$ cat src/rtl/irq_l1_pkg.sv
package irq_l1_pkg;

    localparam int GROUP_BITS = 32;

    typedef logic [GROUP_BITS-1:0] word_t;

    // Region of a bank offset; the order fixes the bank layout.
    typedef enum logic [2:0] {
        RG_STATUS = 3'd0,
        RG_MASK   = 3'd1,
        RG_SET    = 3'd2,
        RG_CLR    = 3'd3,
        RG_NONE   = 3'd4
    } region_e;

    function automatic int unsigned bits_for(input int unsigned n);
        int unsigned b;
        b = 1;
        while ((1 << b) < n) b++;
        return b;
    endfunction

    function automatic region_e region_of(input int unsigned off, input int unsigned words);
        if (off < words)          return RG_STATUS;
        else if (off < 2 * words) return RG_MASK;
        else if (off < 3 * words) return RG_SET;
        else if (off < 4 * words) return RG_CLR;
        return RG_NONE;
    endfunction

    function automatic int unsigned word_of(input int unsigned off, input int unsigned words);
        return off % words;
    endfunction

endpackage

$ cat src/rtl/irq_l1_decode.sv
module irq_l1_decode
    import irq_l1_pkg::*;
#(
    parameter int NUM_CPU = 2,
    parameter int WORDS   = 3,
    parameter int CPU_W   = 1,
    parameter int OFF_W   = 4,
    parameter int WIX_W   = 2
) (
    input  logic                   bus_wr,
    input  logic [CPU_W+OFF_W-1:0] bus_addr,
    output region_e                region,
    output logic [WIX_W-1:0]       word_idx,
    output logic [CPU_W-1:0]       cpu_idx,
    output logic                   cpu_ok,
    output logic [NUM_CPU-1:0]     set_en,
    output logic [NUM_CPU-1:0]     clr_en
);
    logic [OFF_W-1:0] off;

    always_comb begin
        off      = bus_addr[OFF_W-1:0];
        cpu_idx  = bus_addr[CPU_W+OFF_W-1:OFF_W];
        cpu_ok   = int'(cpu_idx) < NUM_CPU;
        region   = region_of(32'(off), WORDS);
        word_idx = WIX_W'(word_of(32'(off), WORDS));
    end

    // One write-enable per bank; out-of-range banks match none.
    for (genvar c = 0; c < NUM_CPU; c++) begin : g_en
        always_comb begin
            set_en[c] = bus_wr && cpu_ok && (int'(cpu_idx) == c) && (region == RG_SET);
            clr_en[c] = bus_wr && cpu_ok && (int'(cpu_idx) == c) && (region == RG_CLR);
        end
    end

endmodule

$ cat src/rtl/irq_l1_mask_bank.sv
module irq_l1_mask_bank
    import irq_l1_pkg::*;
#(
    parameter int NUM_IRQ = 96,
    parameter int WORDS   = 3,
    parameter int WIX_W   = 2
) (
    input  logic               clk,
    input  logic               rst,
    input  logic [NUM_IRQ-1:0] irq_in,
    input  logic               set_en,
    input  logic               clr_en,
    input  logic [WIX_W-1:0]   word_idx,
    input  word_t              wdata,
    output logic [NUM_IRQ-1:0] mask_q,
    output logic               irq_out
);
    logic [WORDS-1:0][GROUP_BITS-1:0] mask_w;
    logic [WORDS-1:0][GROUP_BITS-1:0] mask_d;
    logic [WORDS-1:0]                 pend_w;

    assign mask_q = mask_w;

    for (genvar k = 0; k < WORDS; k++) begin : g_word
        word_t set_bits;
        word_t clr_bits;
        always_comb begin
            set_bits  = (set_en && int'(word_idx) == k) ? wdata : '0;
            clr_bits  = (clr_en && int'(word_idx) == k) ? wdata : '0;
            // Clear beats set on the same bit.
            mask_d[k] = (mask_w[k] | set_bits) & ~clr_bits;
            pend_w[k] = |(irq_in[k*GROUP_BITS +: GROUP_BITS] & ~mask_w[k]);
        end
    end

    always_ff @(posedge clk) begin
        if (rst) begin
            mask_w  <= '1;
            irq_out <= 1'b0;
        end else begin
            mask_w  <= mask_d;
            irq_out <= |pend_w;
        end
    end

endmodule

$ cat src/rtl/irq_l1_rdmux.sv
module irq_l1_rdmux
    import irq_l1_pkg::*;
#(
    parameter int NUM_IRQ = 96,
    parameter int NUM_CPU = 2,
    parameter int WORDS   = 3,
    parameter int CPU_W   = 1,
    parameter int WIX_W   = 2
) (
    input  logic                                           clk,
    input  logic                                           rst,
    input  logic [NUM_IRQ-1:0]                             irq_in,
    input  logic [NUM_CPU-1:0][WORDS-1:0][GROUP_BITS-1:0] mask_words,
    input  region_e                                        region,
    input  logic [WIX_W-1:0]                               word_idx,
    input  logic [CPU_W-1:0]                               cpu_idx,
    input  logic                                           cpu_ok,
    output word_t                                          rdata
);
    logic [WORDS-1:0][GROUP_BITS-1:0] in_words;
    word_t                            rd_d;

    assign in_words = irq_in;

    always_comb begin
        rd_d = '0;
        if (cpu_ok) begin
            unique case (region)
                RG_STATUS: rd_d = in_words[word_idx];
                RG_MASK:   rd_d = mask_words[cpu_idx][word_idx];
                default:   rd_d = '0;
            endcase
        end
    end

    always_ff @(posedge clk) begin
        if (rst) rdata <= '0;
        else     rdata <= rd_d;
    end

endmodule

$ cat src/rtl/irq_l1_aggregator.sv
module irq_l1_aggregator
    import irq_l1_pkg::*;
#(
    parameter int NUM_IRQ = 96,
    parameter int NUM_CPU = 2,
    localparam int WORDS  = NUM_IRQ / GROUP_BITS,
    localparam int OFF_W  = bits_for(4 * WORDS),
    localparam int CPU_W  = (NUM_CPU > 1) ? $clog2(NUM_CPU) : 1,
    localparam int ADDR_W = CPU_W + OFF_W
) (
    input  logic               clk,
    input  logic               rst,
    input  logic [NUM_IRQ-1:0] irq_in,
    input  logic               bus_wr,
    input  logic [ADDR_W-1:0]  bus_addr,
    input  logic [31:0]        bus_wdata,
    output logic [31:0]        bus_rdata,
    output logic [NUM_CPU-1:0] irq_out
);
    localparam int WIX_W = $clog2(WORDS);

    region_e                       region;
    logic [WIX_W-1:0]              word_idx;
    logic [CPU_W-1:0]              cpu_idx;
    logic                          cpu_ok;
    logic [NUM_CPU-1:0]            set_en;
    logic [NUM_CPU-1:0]            clr_en;
    logic [NUM_CPU-1:0][NUM_IRQ-1:0] mask_all;

    irq_l1_decode #(
        .NUM_CPU(NUM_CPU), .WORDS(WORDS), .CPU_W(CPU_W), .OFF_W(OFF_W), .WIX_W(WIX_W)
    ) i_decode (
        .bus_wr   (bus_wr),
        .bus_addr (bus_addr),
        .region   (region),
        .word_idx (word_idx),
        .cpu_idx  (cpu_idx),
        .cpu_ok   (cpu_ok),
        .set_en   (set_en),
        .clr_en   (clr_en)
    );

    for (genvar c = 0; c < NUM_CPU; c++) begin : g_bank
        irq_l1_mask_bank #(
            .NUM_IRQ(NUM_IRQ), .WORDS(WORDS), .WIX_W(WIX_W)
        ) i_bank (
            .clk      (clk),
            .rst      (rst),
            .irq_in   (irq_in),
            .set_en   (set_en[c]),
            .clr_en   (clr_en[c]),
            .word_idx (word_idx),
            .wdata    (bus_wdata),
            .mask_q   (mask_all[c]),
            .irq_out  (irq_out[c])
        );
    end

    irq_l1_rdmux #(
        .NUM_IRQ(NUM_IRQ), .NUM_CPU(NUM_CPU), .WORDS(WORDS), .CPU_W(CPU_W), .WIX_W(WIX_W)
    ) i_rdmux (
        .clk        (clk),
        .rst        (rst),
        .irq_in     (irq_in),
        .mask_words (mask_all),
        .region     (region),
        .word_idx   (word_idx),
        .cpu_idx    (cpu_idx),
        .cpu_ok     (cpu_ok),
        .rdata      (bus_rdata)
    );

endmodule

$ cat config.mk
export PLATFORM = sky130hd
export DESIGN_NAME = irq_l1_aggregator
export DESIGN_NICKNAME = d
export VERILOG_FILES = /design/src/rtl/irq_l1_pkg.sv /design/src/rtl/irq_l1_decode.sv /design/src/rtl/irq_l1_mask_bank.sv /design/src/rtl/irq_l1_rdmux.sv /design/src/rtl/irq_l1_aggregator.sv
export SDC_FILE = /design/constraint.sdc
export NUM_CORES = 1
export LEC_CHECK = 0
export ABC_AREA = 1
export ABC_CLOCK_PERIOD_IN_PS = 3800
export BUFFER_PORTS_ARGS = -buffer_cell sky130_fd_sc_hd__buf_2
export CAP_MARGIN = 40
export CORE_UTILIZATION = 55
export DETAILED_ROUTE_END_ITERATION = 10
export HOLD_SLACK_MARGIN = 0.03
export PLACE_DENSITY = 0.76
export SLEW_MARGIN = 10
export SYNTH_ARGS = -nofsm -noshare
export SYNTH_HDL_FRONTEND = slang
export SYNTH_SLANG_ARGS = --single-unit
$ cat constraint.sdc
create_clock -name clk -period 3.8 [get_ports clk]
set_clock_uncertainty 0.2 [all_clocks]
set_input_delay 0.19 -clock clk [delete_from_list [all_inputs] [get_ports clk]]
set_output_delay 0.19 -clock clk [all_outputs]
set_load 0.02 [all_outputs]
======== After elaboration in Yosys (flattened, before gate mapping) ========
Cells that the tools add are included.
operators by class
  muxes and demuxes ....................... 28
  shift-type cells ........................ 0
  bitwise operators ....................... 31
  eq/ne operators ......................... 5
  div/mod/pow operators ................... 1
  add/sub/neg operators ................... 0
  multiply operators ...................... 0
  magnitude comparators ................... 6
  reduce and logical (&&, ||, !) cells .... 22
operators with widths
  operator                number
  $mux W32                14
  $and A32 B32 Y32        12
  $not A32 Y32            12
  $mux W96                2
  $or A32 B32 Y32         6
  $reduce_or A96 Y1       2
  $bmux W32 S2            2
  $pmux W32 S2            1
  $mod A4 B2 Y32 const B  1
  $logic_and A1 B1 Y1     18
  $mux W3                 5
  $lt A4 B4 Y1 const B    2
  $eq A3 B2 Y1 const B    2
  $eq A2 B2 Y1 const B    2
  $lt A4 B2 Y1 const B    1
  $lt A4 B3 Y1 const B    1
  $mux W1                 4
  $eq A3 B1 Y1 const B    1
  $logic_not A3 Y1        1
  $lt A2 B3 Y1 const B    1
  $logic_not A2 Y1        1
  $lt A1 B2 Y1 const B    1
  $not A1 Y1              1
storage, ports and cells
  latch bits .............................. 0
  memories ................................ 0
  memory bits (writable) .................. 0
  bits in registers ....................... 226
  word-level logic and storage cells ...... 102
  input bits .............................. 136
  ROM bits ................................ 0

======== Depth between registers and ports, before layout ========
  depth after elaboration ................. 12
  mapped depth ............................ 22
  depth with buffers taken out ............ 21

======== Hierarchy ========
A second synthesis with hierarchy kept.
second synthesis, totals
  cell total of the unflattened synthesis .. 2343
  area, all modules ....................... 13600.5 sq um
by module, submodules not included
  module            area each (sq um)  cells an instance  seq. area each (sq um)  times used
  irq_l1_mask_bank  4603.2             722                1941.9                  2
  irq_l1_rdmux      4033.9             833                640.6                   1
  irq_l1_decode     360.3              66                 0.0                     1

======== Worst setup path after synthesis ========
OpenSTA, ideal clock, no wires.
  kind .................................... input to register
  from .................................... input port bus_addr[2]
  to ...................................... register g_bank[0].i_bank.mask_w, in the netlist g_bank[0].i_bank.mask_q[30]
  cell stages on the path ................. 21
  setup slack ............................. 1.049 ns
  arrival ................................. 2.425 ns
  cells stage by stage .................... inv_1 -> nor2_2 -> ha_1 -> ha_1 -> nor2_1 -> nand2_2 -> xor2_2 -> inv_1 -> ha_1 -> inv_1 -> nand2_1 -> inv_2 -> nand2_4 -> o21ai_4 -> nor2_4 -> buf_4 -> buf_4 -> nand3_1 -> nand2_1 -> o21ai_0 -> nand2_1
between the ends
  word-level cells in the longest chain between the ends .. 12
  elaborated cells between the ends (all ways) .. 25
  classes of those cells .................. div (1); order compare (4); eq/ne (2); mux (10); bitwise (3); reduce/logical (5)
ends and longest elaborated chain
  element                                                                  line                     source
  start, declared                                                          irq_l1_aggregator.sv:15  input logic [ADDR_W-1:0] bus_addr,
  parallel branches: the longest is 11 deep, another holds $mod A4 B2 Y32  -
  $and A32 B32 Y32 *                                                       irq_l1_mask_bank.sv:31   mask_d[k] = (mask_w[k] | set_bits) & ~clr_bits;
  end signal, assigned                                                     irq_l1_mask_bank.sv:41   mask_w <= mask_d;
  end, declared                                                            irq_l1_mask_bank.sv:18   logic [WORDS-1:0][GROUP_BITS-1:0] mask_w;
Every way passes the cells marked *.
A chain may end at the register's enable or synchronous reset.

======== Worst setup path after layout ========
  from .................................... input port bus_addr[2]
  to ...................................... register g_bank[0].i_bank.mask_w, in the netlist g_bank[0].i_bank.mask_q[84]
between the ends
  word-level cells in the longest chain between the ends .. 12
  elaborated cells between the ends (all ways) .. 25
  classes of those cells .................. div (1); order compare (4); eq/ne (3); mux (10); bitwise (3); reduce/logical (4)
ends and longest elaborated chain
  element                                                                  line
  parallel branches: the longest is 11 deep, another holds $mod A4 B2 Y32  -
  $and A32 B32 Y32 *                                                       irq_l1_mask_bank.sv:31
Marked as above.

==> run_results.csv <==
group,metric,value,unit
yosys,synth_area_per_cell,5.840,sq um
sta,final_hold_viol_count,0,
sta,worst_slack,303.9,ps
setup_path,end_kind,"flip-flop",
layout,area_growth,18.60,%
status,outcome,"completed",
cts,cts_hold_buffers,103,
yosys,synth_edf_count,0,
die,io_pins,170,
pwr,power_frac_clock,39.4,%
yosys,syn_inst,2439,
yosys,yosys_register_bits,226,
setup_path,max_stage_delay,570,ps
cts,cts-root-buf,"clkbuf_16",
yosys,netlist_area,0.01424,sq mm
cts,cts.path.max_buffers,3,
cts,cts_sinks,226,
cts,cts_tree,"done",
cts,cts-resized-gates,0,
die,row_count,58,
die,dieHeight,162.9,um
sta,hold_ws,85.86,ps
pwr,p_per_area,383.2,mW/mm^2
hold_path,hp-class,"input port to flip-flop",
cts,cts.htree.levels,1,
yosys,yosysSeqAreaShare,31.76,%
routing,ant_nets,0,
routing,dr_total_vias,16350,
cts,cts_buffers,27,
placement,globalplace.congestion,0.8966,
yosys,yosysWarnings,0,
placement,dp_hpwl,31.18,mm
sta,final-setup-viol-count,0,
setup_path,cp_slowest_cell,"dlygate4sd3_1",
global_routing,grt_max_degree,85,
die,fp.dieW,162.9,um
global_routing,grt_usage,35.54,%
pwr,peakVddDrop,0.0003797,V
cts,post-cts-setup-buffer-count,0,
pwr,leakage,8.909,nW
global_routing,grt_pass1_wl,75.73,mm
global_routing,antenna_found_initial,1,
pwr,seq_power_share,37.9,%
setup_path,critPathTopFamily,"buffers and inverters",
yosys,synth_compound_area_share,14.50,%
cts,clk_pin_slew,60,ps
sta,rsz0062_at_grt,"no",
cts,insertion_delay,540,ps
global_routing,grt_pass1_vias,14950,
pwr,p_int,4.428,mW
placement,dp.cells,2797,
setup_path,critPathRequiredTime,4030,ps
sta,tightest_slew,694.3,ps
setup_path,crit_path_frequent_cell,"nand2_1",
sta,slew_headroom,53.72,%
yosys,synthAdderAreaFrac,0.4392,%
yosys,synth_simple_gate_area_share,38.78,%
sta,min_period,3496,ps
global_routing,overflow,0,
routing,routed_wl,48.00,mm
yosys,syn_nets,2580,
yosys,synth_mux_area_share,0,%
sta,finalCritPeriodShare,92.00,%
setup_path,crit_chain,"buf_2 > inv_1 > nor2_2 > ha_1 > ha_1 > nor2_1 > nand2_2 > xor2_2 > inv_1 > ha_1 > inv_1 > nand2_1 > inv_2 > nand2_4 > o21ai_4 > buf_12 > nand2_4 > nor2_4 > buf_4 > nand2_1 > nand2_1 > nand2_1 > dlygate4sd3_1",
pwr,power,6.473,mW
pwr,pwr-share-comb,22.7,%
pwr,p_switching,2.045,mW
die,die_area,0.02654,sq mm
yosys,async_reset_ff_share,0,%
run,maxCapViolations,0,
routing,drt_iter0_drc,1752,
die,core-area,0.02533,sq mm
sta,tns,0,ps
setup_path,critPathMaxFanout,66,
sta,max_freq,0.2860,GHz
routing,wl_per_cell,16.27,um
pwr,swShare,31.59,%
layout,final_cells,2950,
placement,port_buffers,169,
setup_path,crit_arrival,3730,ps
routing,firstDrtPassIters,5,
setup_path,crit_type,"input port to flip-flop",
routing,remaining_drc_errors,0,
setup_path,critPathLaunchType,"input port",
setup_path,cp_num_buf_inv,8,
yosys,synth.distinct_cells,35,
yosys,synth_flop_cell,"dfxtp_1",
layout,final_common_cell,"nand2_1",
layout,layout.nets,2740,
yosys,synth_xor_area_share,0.1142,%
yosys,synth_top_family_by_area,"simple AND/OR/NAND/NOR gates",
routing,vias_per_cell,5.543,
sta,slew_viol_final,0,
layout,final_cell_mix,"nand2_1 (977), inv_1 (293), nand3_1 (277)",
placement,post-place-ws,307.8,ps
die,start_util,56.24,%
layout,layout-drive-gt1-share,10.65,%
[area by class of cell]
| cell class | count | area, sq um |
|---|---|---|
| inverter | 299 | 1127 |
| antenna | 1 | 2.502 |
| tap | 330 | 412.9 |
| clock buffer | 40 | 794.5 |
| sequential | 226 | 4524 |
| clock inverter | 9 | 72.57 |
| multi-input combinational | 1735 | 7686 |
| fill | 2310 | 8434 |
| timing repair buffer | 310 | 2272 |
[worst reg2reg max path, stage by stage, from the launching register on]
cell,delay (ps)
dfxtp_1,300
inv_1,60
nand2_1,80
nand4_1,160
nor3_1,430
nand3_1,120
dlygate4sd3_1,590
nor2_1,120
dlygate4sd3_1,580
a21oi_1,70
[power groups by stage]
stage | Clock [mW] | Sequential, mW | Combinational (mW)
floorplan | 0 | 2.54 | 0.859
global placement | 0 | 2.51 | 1.24
detailed placement | 0 | 2.51 | 1.25
CTS | 2.56 | 2.46 | 1.43
global route | 2.66 | 2.46 | 1.58
finish | 2.55 | 2.46 | 1.47
[cells in the mapped netlist (12+ instances only)]
library cell	instances	area [sq um]
nand2_1	977	3667
clkbuf_1	77	289.0
nand3_1	277	1386
a21oi_1	88	440.4
o22ai_1	45	281.5
inv_1	294	1104
buf_4	23	172.7
dfxtp_1	226	4524
nor2_1	51	191.4
buf_2	62	310.3
buf_6	12	135.1
o21ai_1	73	365.4
o21ai_0	159	795.8
[stage by stage]
step	util [%]	instance area [sq um]
floorplan	-	14240
global placement	59.13	14980
detailed placement	59.19	14990
CTS	66.69	16890
global route	66.69	16890
finish	66.70	16890
[worst paths after layout]
kind / cells past startpoint / slack, ps / from / end
worst max-delay path: 23 / 300 / bus_addr[2] / g_bank[0].i_bank.mask_q[84]
worst min-delay path: 7 / 90 / irq_in[1] / g_bank[0].i_bank.irq_out
worst max register to register: 9 / 930 / g_bank[1].i_bank.mask_q[1] / g_bank[1].i_bank.irq_out
worst min register to register: 4 / 330 / g_bank[0].i_bank.mask_q[83] / g_bank[0].i_bank.mask_q[83]
[cells by family after synthesis]
family	count (synthesis)
AND/OR/NAND/NOR	1343
buffers and inverters	478
AO/OA/AOI/OAI	386
flip-flops	226
adder cells (fa/ha/maj)	5
XOR/XNOR	1
[metal layers]
metal  global-route usage (%)  share of wire [%]
met4                    13.08                3.0
met3                    5.042                 10
met1                    47.23                 41
met2                    58.30                 46
met5                        0                  0
[sequential cells by signal, summed over array words and instances (netlist names)]
register and count:
g_bank.i_bank.mask_q 192, g_bank.i_bank.irq_out 2, i_rdmux.rdata 32
Power figures use the tool's default switching activity.
